### src/rtl/adc_rbus_pkg.sv
package adc_rbus_pkg;

   // Kind of byte access selected by an address
   typedef enum logic [1:0] {
      ACC_NONE = 2'd0,
      ACC_HI   = 2'd1,
      ACC_LO   = 2'd2,
      ACC_CTL  = 2'd3
   } acc_kind_t;

endpackage

### src/rtl/adc_rbus_decode.sv
module adc_rbus_decode
   import adc_rbus_pkg::*;
#(
   parameter int NUM_CH = 4,
   parameter int ADDR_W = 4
) (
   input  logic [ADDR_W-1:0]         addr,
   output acc_kind_t                 kind,
   output logic [$clog2(NUM_CH)-1:0] ch
);
   localparam int CH_W     = $clog2(NUM_CH);
   localparam int RES_SPAN = 2 * NUM_CH;
   localparam int CTL_ADDR = RES_SPAN;

   always_comb begin
      ch = addr[CH_W:1];
      if (int'(addr) < RES_SPAN) begin
         kind = addr[0] ? ACC_LO : ACC_HI;
      end else if (int'(addr) == CTL_ADDR) begin
         kind = ACC_CTL;
      end else begin
         kind = ACC_NONE;
      end
   end
endmodule

### src/rtl/adc_rbus_results.sv
module adc_rbus_results #(
   parameter int NUM_CH   = 4,
   parameter int RES_BITS = 10,
   parameter int BUS_W    = 8
) (
   input  logic                      clk,
   input  logic                      rst_n,
   input  logic                      wr_en,
   input  logic [$clog2(NUM_CH)-1:0] wr_ch,
   input  logic [RES_BITS-1:0]       wr_val,
   input  logic                      hi_rd,
   input  logic [$clog2(NUM_CH)-1:0] rd_ch,
   output logic [BUS_W-1:0]          hi_byte,
   output logic [BUS_W-1:0]          hold_q
);
   localparam int WORD_W = 2 * BUS_W;
   localparam int PAD_W  = WORD_W - RES_BITS;

   logic [WORD_W-1:0] aligned;
   logic [WORD_W-1:0] word_q [NUM_CH];

   // Left alignment: the variant depends on whether padding is needed
   generate
      if (PAD_W == 0) begin : g_nopad
         assign aligned = wr_val;
      end else begin : g_pad
         assign aligned = {wr_val, {PAD_W{1'b0}}};
      end
   endgenerate

   generate
      for (genvar i = 0; i < NUM_CH; i++) begin : g_word
         always_ff @(posedge clk or negedge rst_n) begin
            if (!rst_n) begin
               word_q[i] <= '0;
            end else if (wr_en && (int'(wr_ch) == i)) begin
               word_q[i] <= aligned;
            end
         end
      end
   endgenerate

   assign hi_byte = word_q[rd_ch][WORD_W-1 -: BUS_W];

   // The latch loads only on an upper-byte read
   always_ff @(posedge clk or negedge rst_n) begin
      if (!rst_n) begin
         hold_q <= '0;
      end else if (hi_rd) begin
         hold_q <= word_q[rd_ch][BUS_W-1:0];
      end
   end
endmodule

### src/rtl/adc_rbus_ctl.sv
module adc_rbus_ctl #(
   parameter int BUS_W = 8
) (
   input  logic             clk,
   input  logic             rst_n,
   input  logic             standby,
   input  logic             wr_stb,
   input  logic             wr_bit,
   output logic             trig_en,
   output logic [BUS_W-1:0] rd_val
);
   always_ff @(posedge clk or negedge rst_n) begin
      if (!rst_n) begin
         trig_en <= 1'b0;
      end else if (standby) begin
         trig_en <= 1'b0;
      end else if (wr_stb) begin
         trig_en <= wr_bit;
      end
   end

   assign rd_val = {trig_en, {(BUS_W-1){1'b1}}};
endmodule

### src/rtl/adc_rbus_trig.sv
module adc_rbus_trig #(
   parameter int SYNC_STAGES = 2
) (
   input  logic clk,
   input  logic rst_n,
   input  logic trig_n,
   input  logic enable,
   output logic ext_start
);
   logic [SYNC_STAGES-1:0] sync_q;
   logic                   prev_q;
   logic                   cur;

   // Synchronizer chain; it resets to the idle (high) level
   generate
      if (SYNC_STAGES == 1) begin : g_single
         always_ff @(posedge clk or negedge rst_n) begin
            if (!rst_n) sync_q <= '1;
            else        sync_q <= trig_n;
         end
      end else begin : g_chain
         always_ff @(posedge clk or negedge rst_n) begin
            if (!rst_n) sync_q <= '1;
            else        sync_q <= {sync_q[SYNC_STAGES-2:0], trig_n};
         end
      end
   endgenerate

   assign cur = sync_q[SYNC_STAGES-1];

   always_ff @(posedge clk or negedge rst_n) begin
      if (!rst_n) prev_q <= 1'b1;
      else        prev_q <= cur;
   end

   assign ext_start = enable & prev_q & ~cur;
endmodule

### src/rtl/adc_rbus_bridge.sv
module adc_rbus_bridge
   import adc_rbus_pkg::*;
#(
   parameter int NUM_CH      = 4,
   parameter int RES_BITS    = 10,
   parameter int BUS_W       = 8,
   parameter int ADDR_W      = 4,
   parameter int SYNC_STAGES = 2
) (
   input  logic                      clk,
   input  logic                      rst_n,
   input  logic                      standby,
   input  logic                      bus_sel,
   input  logic                      bus_wr,
   input  logic [ADDR_W-1:0]         bus_addr,
   input  logic [BUS_W-1:0]          bus_wdata,
   output logic [BUS_W-1:0]          bus_rdata,
   input  logic                      cnv_we,
   input  logic [$clog2(NUM_CH)-1:0] cnv_ch,
   input  logic [RES_BITS-1:0]       cnv_data,
   input  logic                      ext_trig_n,
   input  logic                      sw_start,
   output logic                      start_req
);
   localparam int CH_W   = $clog2(NUM_CH);
   localparam int WORD_W = 2 * BUS_W;

   // Parameter checks at elaboration
   generate
      if (RES_BITS <= BUS_W || RES_BITS > WORD_W) begin : g_bad_res
         $error("RES_BITS must exceed BUS_W and fit in two bytes");
      end
      if (NUM_CH < 2 || (1 << CH_W) != NUM_CH) begin : g_bad_ch
         $error("NUM_CH must be a power of two of at least 2");
      end
      if (2 * NUM_CH >= (1 << ADDR_W)) begin : g_bad_addr
         $error("ADDR_W too small for the address map");
      end
      if (SYNC_STAGES < 1) begin : g_bad_sync
         $error("SYNC_STAGES must be at least 1");
      end
   endgenerate

   acc_kind_t         kind;
   logic [CH_W-1:0]   sel_ch;
   logic [BUS_W-1:0]  hi_byte;
   logic [BUS_W-1:0]  hold_q;
   logic [BUS_W-1:0]  ctl_val;
   logic              trig_en;
   logic              ext_start;
   logic              rd_cyc;
   logic              wr_cyc;

   assign rd_cyc = bus_sel & ~bus_wr;
   assign wr_cyc = bus_sel &  bus_wr;

   adc_rbus_decode #(.NUM_CH(NUM_CH), .ADDR_W(ADDR_W)) u_dec (
      .addr (bus_addr),
      .kind (kind),
      .ch   (sel_ch)
   );

   adc_rbus_results #(.NUM_CH(NUM_CH), .RES_BITS(RES_BITS), .BUS_W(BUS_W)) u_res (
      .clk     (clk),
      .rst_n   (rst_n),
      .wr_en   (cnv_we),
      .wr_ch   (cnv_ch),
      .wr_val  (cnv_data),
      .hi_rd   (rd_cyc && kind == ACC_HI),
      .rd_ch   (sel_ch),
      .hi_byte (hi_byte),
      .hold_q  (hold_q)
   );

   adc_rbus_ctl #(.BUS_W(BUS_W)) u_ctl (
      .clk     (clk),
      .rst_n   (rst_n),
      .standby (standby),
      .wr_stb  (wr_cyc && kind == ACC_CTL),
      .wr_bit  (bus_wdata[BUS_W-1]),
      .trig_en (trig_en),
      .rd_val  (ctl_val)
   );

   adc_rbus_trig #(.SYNC_STAGES(SYNC_STAGES)) u_trig (
      .clk       (clk),
      .rst_n     (rst_n),
      .trig_n    (ext_trig_n),
      .enable    (trig_en),
      .ext_start (ext_start)
   );

   always_comb begin
      unique case (kind)
         ACC_HI:  bus_rdata = hi_byte;
         ACC_LO:  bus_rdata = hold_q;
         ACC_CTL: bus_rdata = ctl_val;
         default: bus_rdata = '1;
      endcase
   end

   assign start_req = sw_start | ext_start;
endmodule

### config.mk
export PLATFORM = sky130hd
export DESIGN_NAME = adc_rbus_bridge
export DESIGN_NICKNAME = d
export VERILOG_FILES = /design/src/rtl/adc_rbus_pkg.sv /design/src/rtl/adc_rbus_decode.sv /design/src/rtl/adc_rbus_results.sv /design/src/rtl/adc_rbus_ctl.sv /design/src/rtl/adc_rbus_trig.sv /design/src/rtl/adc_rbus_bridge.sv
export SDC_FILE = /design/constraint.sdc
export NUM_CORES = 1
export LEC_CHECK = 0
export ABC_AREA = 1
export BUFFER_PORTS_ARGS = -buffer_cell sky130_fd_sc_hd__buf_2
export CORE_MARGIN = 2
export CORE_UTILIZATION = 55
export DETAILED_ROUTE_END_ITERATION = 10
export PLACE_DENSITY = 0.79
export SLEW_MARGIN = 20
export SYNTH_ARGS = -nofsm -noshare
export SYNTH_HDL_FRONTEND = slang
export SYNTH_SLANG_ARGS = --single-unit
### constraint.sdc
create_clock -name clk -period 0.9 [get_ports clk]
set_input_delay 0 -clock clk [delete_from_list [all_inputs] [get_ports clk]]
set_output_delay 0 -clock clk [all_outputs]
set_load 0.1 [all_outputs]
=== Word level (Yosys, flattened, before mapping) ===
Cells that the tools add are included.

* Input bits: 32
* Output and inout bits: 9
* Logic and storage cells: 42
* Register bits: 52

* $lt $le $gt $ge: 2
* Reduce and logical (&&, ||, !) cells: 8
* Equal/unequal tests: 7
* Bitwise operators: 8
* Multiplexer cells: 9

{| class="wikitable"
|+ Operators with widths
! operator !! number
|-
| binary-select mux 16 bit (select 2 bit) || 1
|-
| 2-to-1 mux 16 bit || 2
|-
| one-hot mux 8 bit (3 select lines) || 1
|-
| == test 2 bit (second input constant) || 4
|-
| logical AND 1 bit || 6
|-
| 2-to-1 mux 2 bit || 3
|-
| bitwise AND 1 bit || 4
|-
| == test 2 x 1 -> 1 bit (second input constant) || 2
|-
| == test 4 bit (second input constant) || 1
|-
| less-than comparator 4 bit (second input constant) || 1
|-
| >= comparator 3 bit (second input constant) || 1
|-
| inverter 2 -> 3 bit || 1
|-
| logical NOT 2 bit || 1
|-
| 2-to-1 mux 1 bit || 2
|-
| inverter 1 bit || 2
|-
| nonzero test 2 bit || 1
|-
| bitwise OR 1 bit || 1
|}

=== Longest topological paths before layout ===
Gate-level depths: netlist of run 1.

* Depth in word-level cells: 7
* Depth in mapped cells: 7
* Depth with buffers taken out: 7

=== By module ===
Synthesis of run 1 repeated with hierarchy kept, for this count alone.

* Cells, all modules: 303
* Area total of the unflattened synthesis: 2466.1 um^2

{| class="wikitable"
|+ By module, submodules not included
! module !! times used !! area an instance (um^2) !! cells an instance !! sequential area each (um^2)
|-
| adc_rbus_results || 1 || 1943.1 || 230 || 1051.0
|-
| adc_rbus_bridge || 1 || 277.8 || 43 || 0.0
|-
| adc_rbus_ctl || 1 || 108.9 || 15 || 25.0
|-
| adc_rbus_trig || 1 || 88.8 || 5 || 78.8
|-
| adc_rbus_decode || 1 || 47.5 || 10 || 0.0
|}

=== Worst setup path before layout of run 1 ===
OpenSTA, ideal clock, no wires.

* Path type: reg-to-output
* From: register u_trig.prev_q
* To: output port start_req
* Required time: 900 ps
* Buffers on the path: 0
* Cell stages (with the launch flop): 3
* Path slack: -1044 ps
* Data arrival time: 1944 ps
* Cell sequence: dfstp_2 > nand2_1 > o21bai_1

* Longest elaborated chain between the ends: 3

{| class="wikitable"
|+ RTL lines
! element !! RTL line !! RTL
|-
| from (decl) || adc_rbus_trig.sv:11 || <nowiki>logic prev_q;</nowiki>
|-
| from (signal assigned) || adc_rbus_trig.sv:33 || <nowiki>else prev_q <= cur;</nowiki>
|-
| bitwise AND 1 bit (2 in a row) || adc_rbus_trig.sv:36 || <nowiki>assign ext_start = enable & prev_q & ~cur;</nowiki>
|-
| bitwise OR 1 bit || adc_rbus_bridge.sv:102 || <nowiki>assign start_req = sw_start | ext_start;</nowiki>
|-
| to (decl) || adc_rbus_bridge.sv:23 || <nowiki>output logic start_req</nowiki>
|}

Every way passes these cells.

=== Worst setup path after layout of run 1 ===
* From: register u_res.word_q[59] (netlist name)
* To: output port bus_rdata[3]

* Longest elaborated chain between the ends: 4

{| class="wikitable"
|+ RTL lines
! element !! RTL line !! RTL
|-
| from (decl) || adc_rbus_results.sv:20 || <nowiki>logic [WORD_W-1:0] word_q [NUM_CH];</nowiki>
|-
| from (signal, indexed assignment) || adc_rbus_results.sv:37 || <nowiki>word_q[i] <= aligned;</nowiki>
|-
| binary-select mux 16 bit (select 2 bit) || adc_rbus_results.sv:43 || <nowiki>assign hi_byte = word_q[rd_ch][WORD_W-1 -: BUS_W];</nowiki>
|-
| 2-to-1 mux 16 bit (implied by the code) (2 in a row) || adc_rbus_results.sv:43 ||
|-
| one-hot mux 8 bit (3 select lines) || adc_rbus_bridge.sv:94 || <nowiki>unique case (kind)</nowiki>
|-
| to (decl) || adc_rbus_bridge.sv:17 || <nowiki>output logic [BUS_W-1:0] bus_rdata,</nowiki>
|}

Every way passes these cells. The select of a mux whose other input is x is not followed.

==> impl_metrics.toml, run 1 <==
[power]
p_sw_share_pct = 32.0
total_leakage_power_nw = 1.61
pwr-share-comb_pct = 28.0
net-switching-power_mw = 1.66
max_vdd_drop_mv = 1.38
power.density_nw_per_um2 = 1750
pwr-share-seq_pct = 48.8
power.clock.fraction_pct = 23.2
internal-power_mw = 3.54

[timing]
final.setup_skew_ns = 0.00149
setup_tns_ns = -3.48
worst_slew_pin_slew_ns = 0.365
relSlewSlack_pct = 75.7
fin_crit_ns = 1.31
layout_setup_ws_ns = -0.408
final_min_period_over_clock_period_pct = 145
timing.final.max_slew_violations = 0
setup-violations-final = 9
setup_repair_after_global_routing_missed_its_margin = "true"
fmaxAchievable_mhz = 764
final_hold_viol_count = 0

[final_layout]
post_route_cells_drive_above_1_share_pct = 23.5
fillerInstances = 302
area_growth_syn_to_layout_pct = 31.6
antenna-diode-count = 0
finish.net_count = 392
finish.cell_count_without_fillers = 411

[die]
design.portCount = 41
fp.dieArea_um2 = 4640
fp.coreArea_um2 = 3970
width_of_the_die_um = 68.1
initial_utilization_pct = 57.0
rows = 23
dieHeight_um = 68.1

[drt]
drcViolationCount = 0
via_count = 2046
drt-pass1-iter-count = 4
post_drt_wl_per_cell_um = 12.0
totalWireLength_mm = 4.92
drtAntennaViolNets = 0
detailedRoute.firstIterationViolations = 126
vias_per_cell = 4.98

[global_route]
grt_pass1_wl_mm = 8.16
globalRouteTotalUtil_pct = 23.7
grt_max_degree = 23
antenna_found_initial = 0
number_of_global_route_vias_before_repair = 1836
grt_remaining_overflow = 0

[worst_setup_path]
worst-endpoint-required_ns = 0.90
reg2reg_setup_slack_ns = 0.05
critical_path.endpoint_type = "primary output"
critical_path.max_fanout = 2
startpoint_type = "flop"
timing.rr.end = "u_res.hold_q[6]"
setup.worst_path.start = "u_res.word_q[59]"
setup.worst_path.class = "reg -> out"
ff2ff_path_depth = 6
timing.rr.start = "u_res.word_q[38]"
worst-endpoint-arrival_ns = 1.31

[clock_tree]
cts.reportedPaths.clkPinSlew_ns = 0.08
numCtsBuffers = 5
worstSkewPairLatency_ns = 0.30
clock-sinks = 46
tritoncts = "yes"
cts-root-to-sink-buffers = 2
cts-htree-levels = 2
clock_tree.root_cell = "sky130_fd_sc_hd__clkbuf_8"

[yosys]
synth_seq_cells = 46
post_synth_num_cell_types = 18
synth_cells = 305
postSynthAreaPerCell_um2 = 7.42
synth_seq_area_share_pct = 51.1
synth.cell_area_um2 = 2260
synth-warning-count = 0
synthesis.nets = 337

[run]
max_cap_violations = 0

[place]
place_inst = 391
port_buffers = 33
finalWeightedCongestion = 0.776
dp.final_hpwl_mm = 3.40

[min_path]
hold_start = "cnv_data[4]"
timing.hold.worst_path_depth = 3
hold_path_end = "u_res.word_q[58]"
min_path_type = "in -> reg"

[status]
run_status = "finished with violations"
violations = "setup timing"
-- registers in the layout, summed over array words and instances, names as in the netlist --
register / flops
u_res.word_q: 40
u_trig.sync_q: 2
u_ctl.trig_en: 1
u_res.hold_q: 2
u_trig.prev_q: 1
-- stage by stage --
stage | cell area, um2 | total power [mW] | util (%) | hold slack, ns | setup WS [ns]
2_1_floorplan | 2320 | 3.45 | - | -0.296 | -0.178
3_3_place_gp | 2770 | 3.87 | 69.8 | -0.0728 | -0.0686
3_5_place_dp | 2770 | 3.92 | 69.8 | -0.0721 | -0.104
4_1_cts | 2920 | 5.16 | 73.4 | 0.00464 | -0.417
5_1_grt | 2980 | 5.51 | 75.0 | 0.0247 | -0.486
6_report | 2980 | 5.20 | 75.0 | 0.00613 | -0.408
-- cell usage after synthesis --
master / n / area (um2)
sky130_fd_sc_hd__o21bai_1: 1 / 7.51
sky130_fd_sc_hd__nand2_1: 113 / 424
sky130_fd_sc_hd__a21oi_1: 1 / 5.00
sky130_fd_sc_hd__clkbuf_1: 6 / 22.5
sky130_fd_sc_hd__dfrtp_1: 43 / 1080
sky130_fd_sc_hd__o21ai_0: 40 / 200
sky130_fd_sc_hd__nand3_1: 24 / 120
sky130_fd_sc_hd__buf_2: 6 / 30.0
sky130_fd_sc_hd__dfstp_2: 3 / 78.8
sky130_fd_sc_hd__inv_1: 50 / 188
sky130_fd_sc_hd__nor3_1: 1 / 5.00
sky130_fd_sc_hd__nor2_1: 5 / 18.8
sky130_fd_sc_hd__nand4_1: 1 / 6.26
sky130_fd_sc_hd__buf_6: 2 / 22.5
sky130_fd_sc_hd__or2_2: 1 / 6.26
sky130_fd_sc_hd__nand3b_1: 1 / 7.51
sky130_fd_sc_hd__or2_0: 6 / 37.5
sky130_fd_sc_hd__or2_1: 1 / 6.26
-- how the worst max path moves through the flow --
stage / end / cells after the start
finish: bus_rdata[3] / 6
global route: bus_rdata[5] / 6
CTS: bus_rdata[7] / 6
detailed placement: bus_rdata[7] / 6
global placement: bus_rdata[7] / 6
floorplan: start_req / 2
-- cells by family (layout without fill, tap and decap cells) --
family	Yosys count	count (layout)	synth area share [%]
simple gates	153	153	27.9
buf+inv	64	120	11.6
flops	46	46	51.1
compound gates	42	42	9.40
-- routing by layer --
layer  track usage, %  share of wire, %  up-vias  wire, um
met3             4.44               4.5        6       222
met1             30.5                44      950      2150
met4             7.50               1.5        0        75
met5                0                 0        -         0
li1                 -                 -     1039         -
met2             40.7                50       51      2470
-- worst max-delay path: stages, from the launching register on --
cell and delay (ns):
sky130_fd_sc_hd__dfrtp_1 0.38, sky130_fd_sc_hd__or2_0 0.20, sky130_fd_sc_hd__nand3_1 0.08, sky130_fd_sc_hd__nand2_1 0.05
sky130_fd_sc_hd__nand2_1 0.07, sky130_fd_sc_hd__nand2_2 0.07, sky130_fd_sc_hd__buf_12 0.17
-- cells in the final DEF, fill, tap and decap left out, drive strengths merged --
cell type | netlist | layout
or2 | 8 | 8
nor2 | 5 | 5
clkbuf | 6 | 8
nand3 | 24 | 24
nand3b | 1 | 1
o21bai | 1 | 1
a21oi | 1 | 1
dlygate4sd3 | 0 | 4
clkinvlp | 0 | 1
dfstp | 3 | 3
buf | 8 | 58
o21ai | 40 | 40
nand4 | 1 | 1
nand2 | 113 | 113
dfrtp | 43 | 43
nor3 | 1 | 1
inv | 50 | 49
-- cell type report --
class / count / area, um2 / area share [%]
Sequential cell: 46 / 1150 / 38.8
Multi-Input combinational cell: 195 / 922 / 31.0
Timing Repair Buffer: 62 / 566 / 19.0
Inverter: 50 / 191 / 6.43
Clock buffer: 8 / 80.1 / 2.69
Tap cell: 50 / 62.6 / 2.10
-- power by group through the flow --
stage	Combinational, mW	Clock [mW]	Sequential [mW]
6_report	1.45	1.21	2.54
5_1_grt	1.62	1.31	2.57
2_1_floorplan	0.906	0	2.54
3_3_place_gp	1.31	0	2.56
3_5_place_dp	1.34	0	2.58
4_1_cts	1.39	1.24	2.54
-- repair_timing --
action                                  in CTS  in global routing
endpoints found under the setup margin       9                 10
gates resized for setup                      4                  3
setup buffers                                2                  6
pin swaps                                    2                  8
endpoints found under the hold margin       48                  0
hold buffers                                 4                  0
No activity file was read; power rests on OpenSTA's default activity.
==> run 2, diff against run 1 <==
--- a/config.mk
+++ b/config.mk
@@ -7,10 +7,11 @@
 export LEC_CHECK = 0
 export ABC_AREA = 1
 export BUFFER_PORTS_ARGS = -buffer_cell sky130_fd_sc_hd__buf_2
-export CORE_MARGIN = 2
+export CORE_ASPECT_RATIO = 1.4
 export CORE_UTILIZATION = 55
 export DETAILED_ROUTE_END_ITERATION = 10
 export PLACE_DENSITY = 0.79
+export SKIP_CTS_REPAIR_TIMING = 1
 export SLEW_MARGIN = 20
 export SYNTH_ARGS = -nofsm -noshare
 export SYNTH_HDL_FRONTEND = slang
==> run 2 against run 1 <==
The run still ends with setup timing left; utilization rose by 0.61 points; via count rose by 1.3%; sequential share of layout area fell by 0.13 points; highest routed layer unchanged; maximum frequency fell by 2.5%; die area fell by 5.7%; clock skew rose by 0.0020 ns; wire length rose by 4.7%; clock-buffer cell count fell by 1; setup slack got worse by 0.033 ns; hold slack got worse by 0.00058 ns; non-clock buffer count rose by 3.
==> impl_metrics.toml, run 2 (synthesized netlist as in run 1, its figures left out) <==
[clock_tree]
worstSkewPairLatency_ns = 0.30
tritoncts = "yes"
cts.reportedPaths.clkPinSlew_ns = 0.08
cts-root-to-sink-buffers = 2
clock_tree.root_cell = "sky130_fd_sc_hd__clkbuf_8"
clock-sinks = 46
numCtsBuffers = 5
cts-htree-levels = 2

[worst_setup_path]
timing.rr.start = "u_res.word_q[38]"
critical_path.cell_chain = "or2_0 -> nand3_1 -> nand2_1 -> nand2_1 -> nand2_2 -> buf_12"
worst-endpoint-required_ns = 0.90
startpoint_type = "flop"
crit_path_top_delay_cell = "sky130_fd_sc_hd__dfrtp_1"
setup.worst_path.start = "u_res.word_q[60]"
setup.worst_path.class = "reg -> out"
crit_path_frequent_cell = "sky130_fd_sc_hd__nand2_1"
cp_slowest_stage_delay_ns = 0.38
critical_path.endpoint_type = "primary output"
worst-endpoint-arrival_ns = 1.34
cp_num_buf_inv = 1
critical_path.max_fanout = 2
cp_top_family = "simple AND/OR/NAND/NOR gates"

[final_layout]
register_name_with_the_most_flops = "u_res.word_q"
largest_register_ff_count = 40
post_route_cells_drive_above_1_share_pct = 23.6
antenna-diode-count = 0
mostFrequentLayoutCells = "103 x sky130_fd_sc_hd__nand2_1, 49 x sky130_fd_sc_hd__inv_1, 43 x sky130_fd_sc_hd__dfrtp_1"
area_growth_syn_to_layout_pct = 32.0
largestRegisters = "u_res.word_q x40, u_res.hold_q x2, u_trig.sync_q x2"
finalInstanceArea_um2 = 2990
fillerInstances = 283
multi_input_comb_area_um2 = 907
layout.area.seq_um2 = 1150
finish.net_count = 395
layout.cells.most_common = "sky130_fd_sc_hd__nand2_1"

[global_route]
antenna_found_initial = 0
number_of_global_route_vias_before_repair = 1907
grt_remaining_overflow = 0
grt_pass1_wl_mm = 8.20
globalRouteTotalUtil_pct = 24.4
grt_max_degree = 47

[drt]
drcViolationCount = 0
drtAntennaViolNets = 0
totalWireLength_mm = 5.15
post_drt_wl_per_cell_um = 12.6
detailedRoute.firstIterationViolations = 86
drt-pass1-iter-count = 4
via_count = 2072
vias_per_cell = 5.09

[die]
dieHeight_um = 77.9
fp.coreArea_um2 = 3950
width_of_the_die_um = 56.2
design.portCount = 41
initial_utilization_pct = 57.2
fp.dieArea_um2 = 4380
rows = 27

[timing]
worst_slew_pin_slew_ns = 0.259
final_min_period_over_clock_period_pct = 149
timing.final.max_slew_violations = 0
final.setup_skew_ns = 0.00354
fmaxAchievable_mhz = 745
relSlewSlack_pct = 82.6
setup-violations-final = 9
final_hold_viol_count = 0
fin_crit_ns = 1.34
layout_setup_ws_ns = -0.441
setup_repair_after_global_routing_missed_its_margin = "true"
setup_tns_ns = -3.54

[min_path]
hold_start = "cnv_data[0]"
min_path_type = "in -> reg"

[run]
max_cap_violations = 0

[place]
dp.final_hpwl_mm = 3.43
finalWeightedCongestion = 0.791
port_buffers = 33
place_worst_setup_slack_ns = -0.0942
placed_cell_area_um2 = 2780

[power]
total_leakage_power_nw = 1.63
power_mw = 5.31
max_vdd_drop_mv = 1.47
power.density_nw_per_um2 = 1780

[status]
violations = "setup timing"
run_status = "finished with violations"
run 2: stage by stage:
step | hold slack (ns) | utilization (%) | instances
after floorplan | -0.296 | - | 305
after global placement | -0.00600 | 70.3 | 386
after detailed placement | -0.00255 | 70.3 | 386
after CTS | -0.322 | 72.6 | 394
after global routing | 0.0108 | 75.6 | 407
final | 0.00555 | 75.6 | 407
run 2: area by class of cell:
class                   count  share of cell area [%]
clock buffers               7                    2.89
flip-flops and latches     46                    38.7
clock inverters             1                   0.168
repair buffers             65                    19.7
multi-input cells         195                    30.4
well taps                  43                    1.80
inverters                  50                    6.41
run 2: worst paths after layout:
check / endpoint / depth (start not counted) / slack, ns
min reg2reg: u_trig.sync_q[1] / 0 / 0.37
max reg2reg: u_res.hold_q[6] / 6 / 0.08
min: u_res.word_q[22] / 3 / 0.006
min in group asynchronous: u_res.word_q[40] / 3 / 0.21
max in group asynchronous: u_trig.prev_q / 3 / 0.42
max: bus_rdata[4] / 6 / -0.44
run 2: metal layers:
metal	GRT usage [%]	vias up	part of all wire (%)
li1	-	1040	-
met1	28.9	961	43
met2	42.9	58	50
met3	4.17	13	3.8
met4	11.0	0	2.3
met5	0	-	0
run 2: power breakdown:
group	internal (mW)	switching, mW	leakage (nW)
Combinational	0.622	0.867	1.01
Clock	0.619	0.644	0.0482
Sequential	2.38	0.173	0.571
run 2: worst register-to-register path, stage by stage (launching register included):
cell and delay [ns]:
sky130_fd_sc_hd__dfrtp_1 0.40, sky130_fd_sc_hd__nand2_1 0.07, sky130_fd_sc_hd__nand2_1 0.05, sky130_fd_sc_hd__nand2_1 0.05, sky130_fd_sc_hd__nand2_1 0.05, sky130_fd_sc_hd__nand2_1 0.07, sky130_fd_sc_hd__nand2_1 0.04
